===== config.mk =====
export PLATFORM = sky130hd
export DESIGN_NAME = dual_tone_phase_gen
export DESIGN_NICKNAME = d
export VERILOG_FILES = /design/src/rtl/dtpg_pkg.sv /design/src/rtl/dtpg_rst_sync.sv /design/src/rtl/dtpg_coarse.sv /design/src/rtl/dtpg_fine_acc.sv /design/src/rtl/dtpg_lane_sum.sv /design/src/rtl/dual_tone_phase_gen.sv
export SDC_FILE = /design/constraint.sdc
export NUM_CORES = 2
export LEC_CHECK = 0
export ABC_AREA = 0
export BUFFER_PORTS_ARGS = -buffer_cell sky130_fd_sc_hd__buf_4
export CAP_MARGIN = 20
export CORE_ASPECT_RATIO = 0.8
export CORE_MARGIN = 1
export CORE_UTILIZATION = 30
export DETAILED_ROUTE_END_ITERATION = 16
export PLACE_DENSITY = 0.52
export SLEW_MARGIN = 25
export SYNTH_ARGS = -nofsm -noshare
export SYNTH_HDL_FRONTEND = slang
export SYNTH_SLANG_ARGS = --single-unit
export TNS_END_PERCENT = 10

===== constraint.sdc =====
create_clock -name clk -period 7.4 [get_ports clk]
set_input_delay 0.37 -clock clk [delete_from_list [all_inputs] [get_ports clk]]
set_output_delay 0.37 -clock clk [all_outputs]
set_load 0.02 [all_outputs]

===== src/rtl/dtpg_pkg.sv =====
`timescale 1ns/1ps
package dtpg_pkg;
  // default geometry: 8 lanes per clock, quarter-clock coarse grid, 32-bit phase
  localparam int DEF_LANES_LG = 3;
  localparam int DEF_GRID_LG  = 2;
  localparam int DEF_PHASE_W  = 32;

  // fractional bits of the exact coarse per-sample advance
  function automatic int coarse_frac_bits(input int lanes_lg, input int grid_lg);
    return lanes_lg + grid_lg;
  endfunction
endpackage


===== src/rtl/dtpg_rst_sync.sv =====
`timescale 1ns/1ps
module dtpg_rst_sync (
  input  logic clk,
  input  logic rst_n,
  output logic rst_q_n
);
  logic meta_q;

  always_ff @(posedge clk or negedge rst_n) begin
    if (!rst_n) begin
      meta_q  <= 1'b0;
      rst_q_n <= 1'b0;
    end else begin
      meta_q  <= 1'b1;
      rst_q_n <= meta_q;
    end
  end
endmodule


===== src/rtl/dtpg_coarse.sv =====
`timescale 1ns/1ps
module dtpg_coarse #(
  parameter int LANES_LG = dtpg_pkg::DEF_LANES_LG,
  parameter int GRID_LG  = dtpg_pkg::DEF_GRID_LG,
  localparam int LANES   = 1 << LANES_LG,
  localparam int FRAC    = dtpg_pkg::coarse_frac_bits(LANES_LG, GRID_LG)
) (
  input  logic                  clk,
  input  logic                  rst_n,
  input  logic                  clr_i,
  input  logic [FRAC-1:0]       idx_i,
  output logic [LANES*FRAC-1:0] frac_o
);
  // coarse phase at lane 0 is always a multiple of 1/2^GRID_LG cycle,
  // so only the quarter count needs storage
  logic [GRID_LG-1:0] qtr_q, qtr_nxt;

  always_comb begin
    if (clr_i) qtr_nxt = '0;
    else       qtr_nxt = qtr_q + idx_i[GRID_LG-1:0];
  end

  always_ff @(posedge clk or negedge rst_n) begin
    if (!rst_n) qtr_q <= '0;
    else        qtr_q <= qtr_nxt;
  end

  for (genvar k = 0; k < LANES; k++) begin : g_lane
    logic [FRAC-1:0] offs;
    always_comb begin
      offs = FRAC'(k) * idx_i;
      frac_o[k*FRAC +: FRAC] = {qtr_q, {LANES_LG{1'b0}}} + offs;
    end
  end

  // clear restarts the coarse lane 0 fraction
  p_coarse_clear_r8: assert property (@(posedge clk) disable iff (!rst_n)
    clr_i |=> (frac_o[FRAC-1:0] == '0));
endmodule


===== src/rtl/dtpg_fine_acc.sv =====
`timescale 1ns/1ps
module dtpg_fine_acc #(
  parameter int PHASE_W = dtpg_pkg::DEF_PHASE_W
) (
  input  logic               clk,
  input  logic               rst_n,
  input  logic               clr_i,
  input  logic [PHASE_W-1:0] ftw_i,
  output logic [PHASE_W-1:0] acc_o
);
  logic [PHASE_W-1:0] acc_q, acc_nxt;

  always_comb begin
    if (clr_i) acc_nxt = '0;
    else       acc_nxt = acc_q + ftw_i;
  end

  always_ff @(posedge clk or negedge rst_n) begin
    if (!rst_n) acc_q <= '0;
    else        acc_q <= acc_nxt;
  end

  assign acc_o = acc_q;

  // accumulator is zero the cycle after a clear
  p_fine_clear_r8: assert property (@(posedge clk) disable iff (!rst_n)
    clr_i |=> (acc_o == '0));
endmodule


===== src/rtl/dtpg_lane_sum.sv =====
`timescale 1ns/1ps
module dtpg_lane_sum #(
  parameter int PHASE_W  = dtpg_pkg::DEF_PHASE_W,
  parameter int LANES_LG = dtpg_pkg::DEF_LANES_LG,
  parameter int FRAC     = 5,
  localparam int LANES   = 1 << LANES_LG,
  localparam int WW      = PHASE_W + LANES_LG
) (
  input  logic [PHASE_W-1:0]    acc_i,
  input  logic [PHASE_W-1:0]    ftw_i,
  input  logic [LANES*FRAC-1:0] frac_i,
  output logic [LANES*WW-1:0]   wide_o
);
  logic [WW-1:0] ftw_sx;
  logic [WW-1:0] base;

  assign ftw_sx = {{LANES_LG{ftw_i[PHASE_W-1]}}, ftw_i};
  assign base   = {acc_i, {LANES_LG{1'b0}}};

  for (genvar k = 0; k < LANES; k++) begin : g_lane
    logic [WW-1:0] fine_k;
    logic [WW-1:0] coarse_k;
    always_comb begin
      fine_k   = base + WW'(k) * ftw_sx;
      coarse_k = {frac_i[k*FRAC +: FRAC], {(WW-FRAC){1'b0}}};
      wide_o[k*WW +: WW] = fine_k + coarse_k;
    end
  end
endmodule


===== src/rtl/dual_tone_phase_gen.sv =====
`timescale 1ns/1ps
module dual_tone_phase_gen #(
  parameter int PHASE_W  = dtpg_pkg::DEF_PHASE_W,
  parameter int LANES_LG = dtpg_pkg::DEF_LANES_LG,
  parameter int GRID_LG  = dtpg_pkg::DEF_GRID_LG,
  localparam int LANES   = 1 << LANES_LG,
  localparam int FRAC    = dtpg_pkg::coarse_frac_bits(LANES_LG, GRID_LG),
  localparam int WW      = PHASE_W + LANES_LG
) (
  input  logic                     clk,
  input  logic                     rst_n,
  input  logic                     upd_i,
  input  logic                     clr_i,
  input  logic [FRAC-1:0]          cidx_i,
  input  logic [PHASE_W-1:0]       ftw_a_i,
  input  logic [PHASE_W-1:0]       ftw_b_i,
  output logic [LANES*PHASE_W-1:0] phase_a_o,
  output logic [LANES*PHASE_W-1:0] phase_b_o
);
  logic rst_q_n;

  dtpg_rst_sync u_rst (.clk(clk), .rst_n(rst_n), .rst_q_n(rst_q_n));

  // active settings, loaded by the strobe only
  logic [FRAC-1:0]    idx_q, idx_nxt;
  logic [PHASE_W-1:0] fa_q, fa_nxt, fb_q, fb_nxt;

  always_comb begin
    idx_nxt = idx_q;
    fa_nxt  = fa_q;
    fb_nxt  = fb_q;
    if (upd_i) begin
      idx_nxt = cidx_i;
      fa_nxt  = ftw_a_i;
      fb_nxt  = ftw_b_i;
    end
  end

  always_ff @(posedge clk or negedge rst_q_n) begin
    if (!rst_q_n) begin
      idx_q <= '0;
      fa_q  <= '0;
      fb_q  <= '0;
    end else begin
      idx_q <= idx_nxt;
      fa_q  <= fa_nxt;
      fb_q  <= fb_nxt;
    end
  end

  logic [LANES*FRAC-1:0] cfrac;

  dtpg_coarse #(.LANES_LG(LANES_LG), .GRID_LG(GRID_LG)) u_coarse (
    .clk(clk), .rst_n(rst_q_n), .clr_i(clr_i), .idx_i(idx_q), .frac_o(cfrac)
  );

  logic [PHASE_W-1:0]  acc_t  [2];
  logic [PHASE_W-1:0]  ftw_t  [2];
  logic [LANES*WW-1:0] wide_t [2];

  assign ftw_t[0] = fa_q;
  assign ftw_t[1] = fb_q;

  for (genvar t = 0; t < 2; t++) begin : g_tone
    dtpg_fine_acc #(.PHASE_W(PHASE_W)) u_acc (
      .clk(clk), .rst_n(rst_q_n), .clr_i(clr_i), .ftw_i(ftw_t[t]), .acc_o(acc_t[t])
    );
    dtpg_lane_sum #(.PHASE_W(PHASE_W), .LANES_LG(LANES_LG), .FRAC(FRAC)) u_sum (
      .acc_i(acc_t[t]), .ftw_i(ftw_t[t]), .frac_i(cfrac), .wide_o(wide_t[t])
    );
    for (genvar k = 0; k < LANES; k++) begin : g_out
      if (t == 0) begin : g_a
        assign phase_a_o[k*PHASE_W +: PHASE_W] = wide_t[t][k*WW+LANES_LG +: PHASE_W];
      end else begin : g_b
        assign phase_b_o[k*PHASE_W +: PHASE_W] = wide_t[t][k*WW+LANES_LG +: PHASE_W];
      end
    end
  end

  // one-sample step of each tone at wide resolution, for the checks below
  logic [WW-1:0] step_a, step_b;
  assign step_a = {idx_q, {(WW-FRAC){1'b0}}} + {{LANES_LG{fa_q[PHASE_W-1]}}, fa_q};
  assign step_b = {idx_q, {(WW-FRAC){1'b0}}} + {{LANES_LG{fb_q[PHASE_W-1]}}, fb_q};

  // after a clear, lane 0 of both tones reads zero
  p_clear_out_r8: assert property (@(posedge clk) disable iff (!rst_q_n)
    clr_i |=> (phase_a_o[PHASE_W-1:0] == '0 && phase_b_o[PHASE_W-1:0] == '0));

  // continuity across the clock boundary, whatever the strobe does
  p_cont_a_r9: assert property (@(posedge clk) disable iff (!rst_q_n)
    !clr_i |=> (wide_t[0][WW-1:0] == $past(wide_t[0][LANES*WW-1 -: WW] + step_a)));
  p_cont_b_r9: assert property (@(posedge clk) disable iff (!rst_q_n)
    !clr_i |=> (wide_t[1][WW-1:0] == $past(wide_t[1][LANES*WW-1 -: WW] + step_b)));

  // lane spacing holds when no strobe was seen
  p_spacing_hold_r7: assert property (@(posedge clk) disable iff (!rst_q_n)
    !upd_i |=> ((wide_t[0][2*WW-1 -: WW] - wide_t[0][WW-1:0]) ==
                $past(wide_t[0][2*WW-1 -: WW] - wide_t[0][WW-1:0])));
endmodule


==> flow_results.xml <==
<?xml version="1.0" encoding="UTF-8"?>
<metrics>
  <group name="placed_design">
    <metric name="dp.cells" unit="">7482</metric>
    <metric name="gp_routability_congestion" unit="">0.912</metric>
    <metric name="placement.io_buffers" unit="">584</metric>
    <metric name="post-dp-hpwl" unit="mm">136</metric>
  </group>
  <group name="setup_path">
    <metric name="worst-r2r-cell-count" unit="">12</metric>
    <metric name="worst_ep_required_time" unit="ns">7.03</metric>
    <metric name="path_delay_family" unit="">compound AO/OA/AOI/OAI gates</metric>
    <metric name="cpPeakStageDelay" unit="ns">0.59</metric>
    <metric name="cp_dominant_cell_by_count" unit="">sky130_fd_sc_hd__a21oi_1</metric>
    <metric name="worst_setup_path_start_kind" unit="">flip-flop</metric>
    <metric name="crit_slowest_cell" unit="">sky130_fd_sc_hd__a211oi_1</metric>
    <metric name="worst-path-buf-inv" unit="">2</metric>
    <metric name="critical_path.endpoint_type" unit="">output port</metric>
    <metric name="critical_path.cell_chain" unit="">buf_4, ha_1, a211o_1, a211oi_1, o311a_1, a21oi_1, o221a_2, a21o_1, a21o_1, a21oi_1, xnor2_1, ha_1, ha_1, a21oi_1, nor2b_1, or3_1, a21oi_1, o31ai_1, a2111oi_1, o21bai_1, a21oi_1, xnor2_1, buf_4</metric>
    <metric name="worstReg2RegStart" unit="">g_tone[1].u_acc.acc_o[0]</metric>
    <metric name="cp.depth" unit="">23</metric>
    <metric name="startpoint_of_the_worst_setup_timing_path" unit="">fb_q[1]</metric>
    <metric name="crit_fanout" unit="">9</metric>
    <metric name="path_class" unit="">flip-flop to output port</metric>
    <metric name="critPathArrivalTime" unit="ns">6.69</metric>
  </group>
  <group name="timing">
    <metric name="max_slew.worst_pin.slew" unit="ns">0.964</metric>
    <metric name="drv_slew" unit="">0</metric>
    <metric name="fmax" unit="MHz">142</metric>
    <metric name="final_min_period_over_clock_period" unit="">0.954</metric>
    <metric name="unrepaired_setup_endpoints_after_global_routing" unit="">yes</metric>
    <metric name="final.min_clock_period" unit="ns">7.06</metric>
    <metric name="timing_hold_violations_final" unit="">0</metric>
    <metric name="setup-violations-final" unit="">0</metric>
    <metric name="final.setup_skew" unit="ns">0.0194</metric>
    <metric name="slew_headroom" unit="">0.358</metric>
  </group>
  <group name="synthesis">
    <metric name="yosysSeqAreaShare" unit="">0.0780</metric>
    <metric name="synth_cell_types" unit="">85</metric>
    <metric name="number_of_instances_in_the_synthesized_netlist" unit="">5043</metric>
    <metric name="synth_area_leaders" unit="">sky130_fd_sc_hd__ha_1 29%, sky130_fd_sc_hd__fa_1 14%, sky130_fd_sc_hd__dfrtp_1 7.8%, sky130_fd_sc_hd__xnor2_1 6.9%, sky130_fd_sc_hd__a21oi_1 5.1%</metric>
    <metric name="synth-main-ff-cell" unit="">sky130_fd_sc_hd__dfrtp_1</metric>
    <metric name="synth.ff_latch_count" unit="">137</metric>
    <metric name="synth.cell_area" unit="um2">44000</metric>
    <metric name="synth_edf_count" unit="">0</metric>
    <metric name="yosysTopAreaCellShare" unit="">0.287</metric>
    <metric name="synth.largest_area_cell" unit="">sky130_fd_sc_hd__ha_1</metric>
    <metric name="synth_fp_nets" unit="">6436</metric>
    <metric name="yosysWarningCount" unit="">0</metric>
    <metric name="ys_top_cells_by_count" unit="">1,007 x sky130_fd_sc_hd__ha_1, 469 x sky130_fd_sc_hd__inv_1, 448 x sky130_fd_sc_hd__a21oi_1</metric>
    <metric name="postSynth.asyncResetShare" unit="">1.00</metric>
    <metric name="synthMostInstantiatedCell" unit="">sky130_fd_sc_hd__ha_1</metric>
    <metric name="synth.avg_cell_area" unit="um2">8.72</metric>
  </group>
  <group name="worst_hold_path">
    <metric name="whs_path_depth" unit="">3</metric>
    <metric name="worst_hold_path_type" unit="">input port to flip-flop</metric>
    <metric name="hold_path.startpoint" unit="">cidx_i[1]</metric>
  </group>
  <group name="finish">
    <metric name="fraction_of_final_layout_cells_sized_beyond_drive_strength_1" unit="">0.141</metric>
    <metric name="layout-area-overhead-vs-synth" unit="%">16.5</metric>
    <metric name="num-nets-final" unit="">6991</metric>
    <metric name="final_cell_count_no_fill" unit="">7517</metric>
  </group>
  <group name="routing">
    <metric name="antenna_violating_nets_post_route" unit="">0</metric>
    <metric name="post_drt_via_cell_ratio" unit="">5.23</metric>
    <metric name="drt_iter0_markers" unit="">2173</metric>
    <metric name="drt_first_pass_iters" unit="">6</metric>
    <metric name="detail_route.wl_per_cell" unit="um">21.2</metric>
    <metric name="vias" unit="">39300</metric>
    <metric name="drc_violations" unit="">0</metric>
    <metric name="postRouteWirelength" unit="mm">159</metric>
  </group>
  <group name="floorplan">
    <metric name="initial_core_util" unit="">0.303</metric>
    <metric name="die_y" unit="um">344</metric>
    <metric name="core" unit="um2">145000</metric>
    <metric name="io_pins" unit="">585</metric>
    <metric name="rows" unit="">125</metric>
    <metric name="die_x" unit="um">430</metric>
    <metric name="fp.dieArea" unit="um2">148000</metric>
  </group>
  <group name="status">
    <metric name="status" unit="">finished clean</metric>
  </group>
  <group name="global_route">
    <metric name="grt_use_met1" unit="">0.260</metric>
    <metric name="grt_pass1_wl" unit="mm">239</metric>
    <metric name="grt_pass1_vias" unit="">40200</metric>
    <metric name="global_route.usage.total" unit="">0.211</metric>
    <metric name="grt_use_met3" unit="">0.0161</metric>
    <metric name="grt_antenna_before_repair" unit="">1</metric>
    <metric name="gr-max-usage-layer" unit="">met2</metric>
    <metric name="grt_use_met2" unit="">0.382</metric>
    <metric name="grt.overflow.total" unit="">0</metric>
    <metric name="grt_max_degree" unit="">76</metric>
  </group>
  <group name="clock_network">
    <metric name="cts.sink_count" unit="">137</metric>
    <metric name="cts_tree" unit="">done</metric>
    <metric name="cts_root_buf" unit="">sky130_fd_sc_hd__clkbuf_16</metric>
    <metric name="cts_made_buffers" unit="">17</metric>
    <metric name="cts_buffer_depth" unit="">2</metric>
    <metric name="cts.reportedPaths.clkPinSlew" unit="ns">0.07</metric>
    <metric name="ctsHtreeMaxLevel" unit="">4</metric>
    <metric name="clk-insertion-delay-late" unit="ns">0.51</metric>
  </group>
  <group name="job">
    <metric name="cap_viol_max_count" unit="">0</metric>
  </group>
</metrics>
## worst reg2reg max path: stages (launching register included)
cell and delay [ns]:
sky130_fd_sc_hd__dfrtp_1 0.58, sky130_fd_sc_hd__ha_1 0.34, sky130_fd_sc_hd__fa_1 0.41, sky130_fd_sc_hd__a21o_1 0.21
sky130_fd_sc_hd__a221o_1 0.38, sky130_fd_sc_hd__o211ai_1 0.30, sky130_fd_sc_hd__a31oi_1 0.15, sky130_fd_sc_hd__o21ai_0 0.33
sky130_fd_sc_hd__a21oi_1 0.23, sky130_fd_sc_hd__o211a_1 0.36, sky130_fd_sc_hd__a221oi_1 0.43, sky130_fd_sc_hd__xor2_1 0.18
sky130_fd_sc_hd__nor2_1 0.05
## kinds of logic after synthesis
family / after synthesis / synth area share
multiplexers: 57 / 0.0145
buffers and inverters: 583 / 0.0549
other: 1 / 0.0000853
AO/OA/AOI/OAI: 1412 / 0.208
flip-flops: 137 / 0.0780
XOR/XNOR: 522 / 0.104
adder cells (fa/ha/maj): 1320 / 0.429
AND/OR/NAND/NOR: 1011 / 0.111
## metal layers
| metal | share of wire | vias to the layer above |
|---|---|---|
| li1 | - | 19200 |
| met1 | 0.43 | 19100 |
| met2 | 0.50 | 862 |
| met3 | 0.032 | 180 |
| met4 | 0.037 | 0 |
| met5 | 0 | - |
## area by class of cell
class                           count  area (um2)
Fill cell                       14900       94100
Multi-Input combinational cell   4323       38100
Timing Repair Buffer              650        4880
Sequential cell                   137        3430
Tap cell                         1905        2380
Inverter                          469        1760
Clock buffer                       18         439
Clock inverter                     14         184
Antenna cell                        1        2.50
## placed cells by master (no fill, tap or decap), types with 40 or more instances in the layout
cell,instances
sky130_fd_sc_hd__xnor2_1,345
sky130_fd_sc_hd__ha_1,1007
sky130_fd_sc_hd__a211oi_1,53
sky130_fd_sc_hd__and3_1,55
sky130_fd_sc_hd__o21bai_1,70
sky130_fd_sc_hd__o21ai_0,224
sky130_fd_sc_hd__nor2_1,307
sky130_fd_sc_hd__nand4_1,40
sky130_fd_sc_hd__nand3_1,96
sky130_fd_sc_hd__nor3_1,68
sky130_fd_sc_hd__inv_1,469
sky130_fd_sc_hd__xor2_1,177
sky130_fd_sc_hd__buf_4,649
sky130_fd_sc_hd__mux2_2,55
sky130_fd_sc_hd__nand2b_1,48
sky130_fd_sc_hd__nor2b_1,63
sky130_fd_sc_hd__nand2_1,219
sky130_fd_sc_hd__o21a_1,73
sky130_fd_sc_hd__a31oi_1,54
sky130_fd_sc_hd__a21oi_1,448
sky130_fd_sc_hd__fa_1,313
sky130_fd_sc_hd__dfrtp_1,136
sky130_fd_sc_hd__a21o_1,255
## what timing repair did
item / 4_1_cts / 5_1_grt
cloned: 0 / 0
hold endpoints to repair: 2 / 0
pin swaps: 0 / 1
setup endpoints to repair: 1 / 4
hold buffers: 1 / 0
resized for setup: 1 / 3
buffers inserted: 0 / 1
## path summary, 6_finish.rpt
path / end / slack [ns]
setup / recovery: phase_b_o[223] / 0.34
min in group asynchronous: u_rst.rst_q_n / 0.19
setup reg to reg: g_tone[1].u_acc.acc_o[26] / 3.28
hold reg to reg: u_rst.rst_q_n / 0.35
max in group asynchronous: idx_q[4] / 5.70
hold / removal: idx_q[1] / 0.07
## through the flow
stage	hold slack (ns)	worst slack, ns	area [um2]	TNS (ns)	util
6_report	0.0735	0.337	51200	0	0.352
5_1_grt	0.0669	-0.0351	51200	-0.0481	0.352
4_1_cts	0.0348	0.204	51200	0	0.352
3_5_place_dp	0.154	0.711	50500	0	0.348
3_3_place_gp	0.153	0.708	50500	0	0.348
2_1_floorplan	0.0744	1.41	44000	0	-
## flip-flops by register name (all words and copies together), names as in the netlist
signal,flops
u_rst.meta_q,1
g_tone.u_acc.acc_o,64
fb_q,32
u_coarse.qtr_q,2
fa_q,32
idx_q,5
u_rst.rst_q_n,1
Power is not shown: default switching activity piles up to over one toggle a cycle in this logic, so the estimate is an artifact.
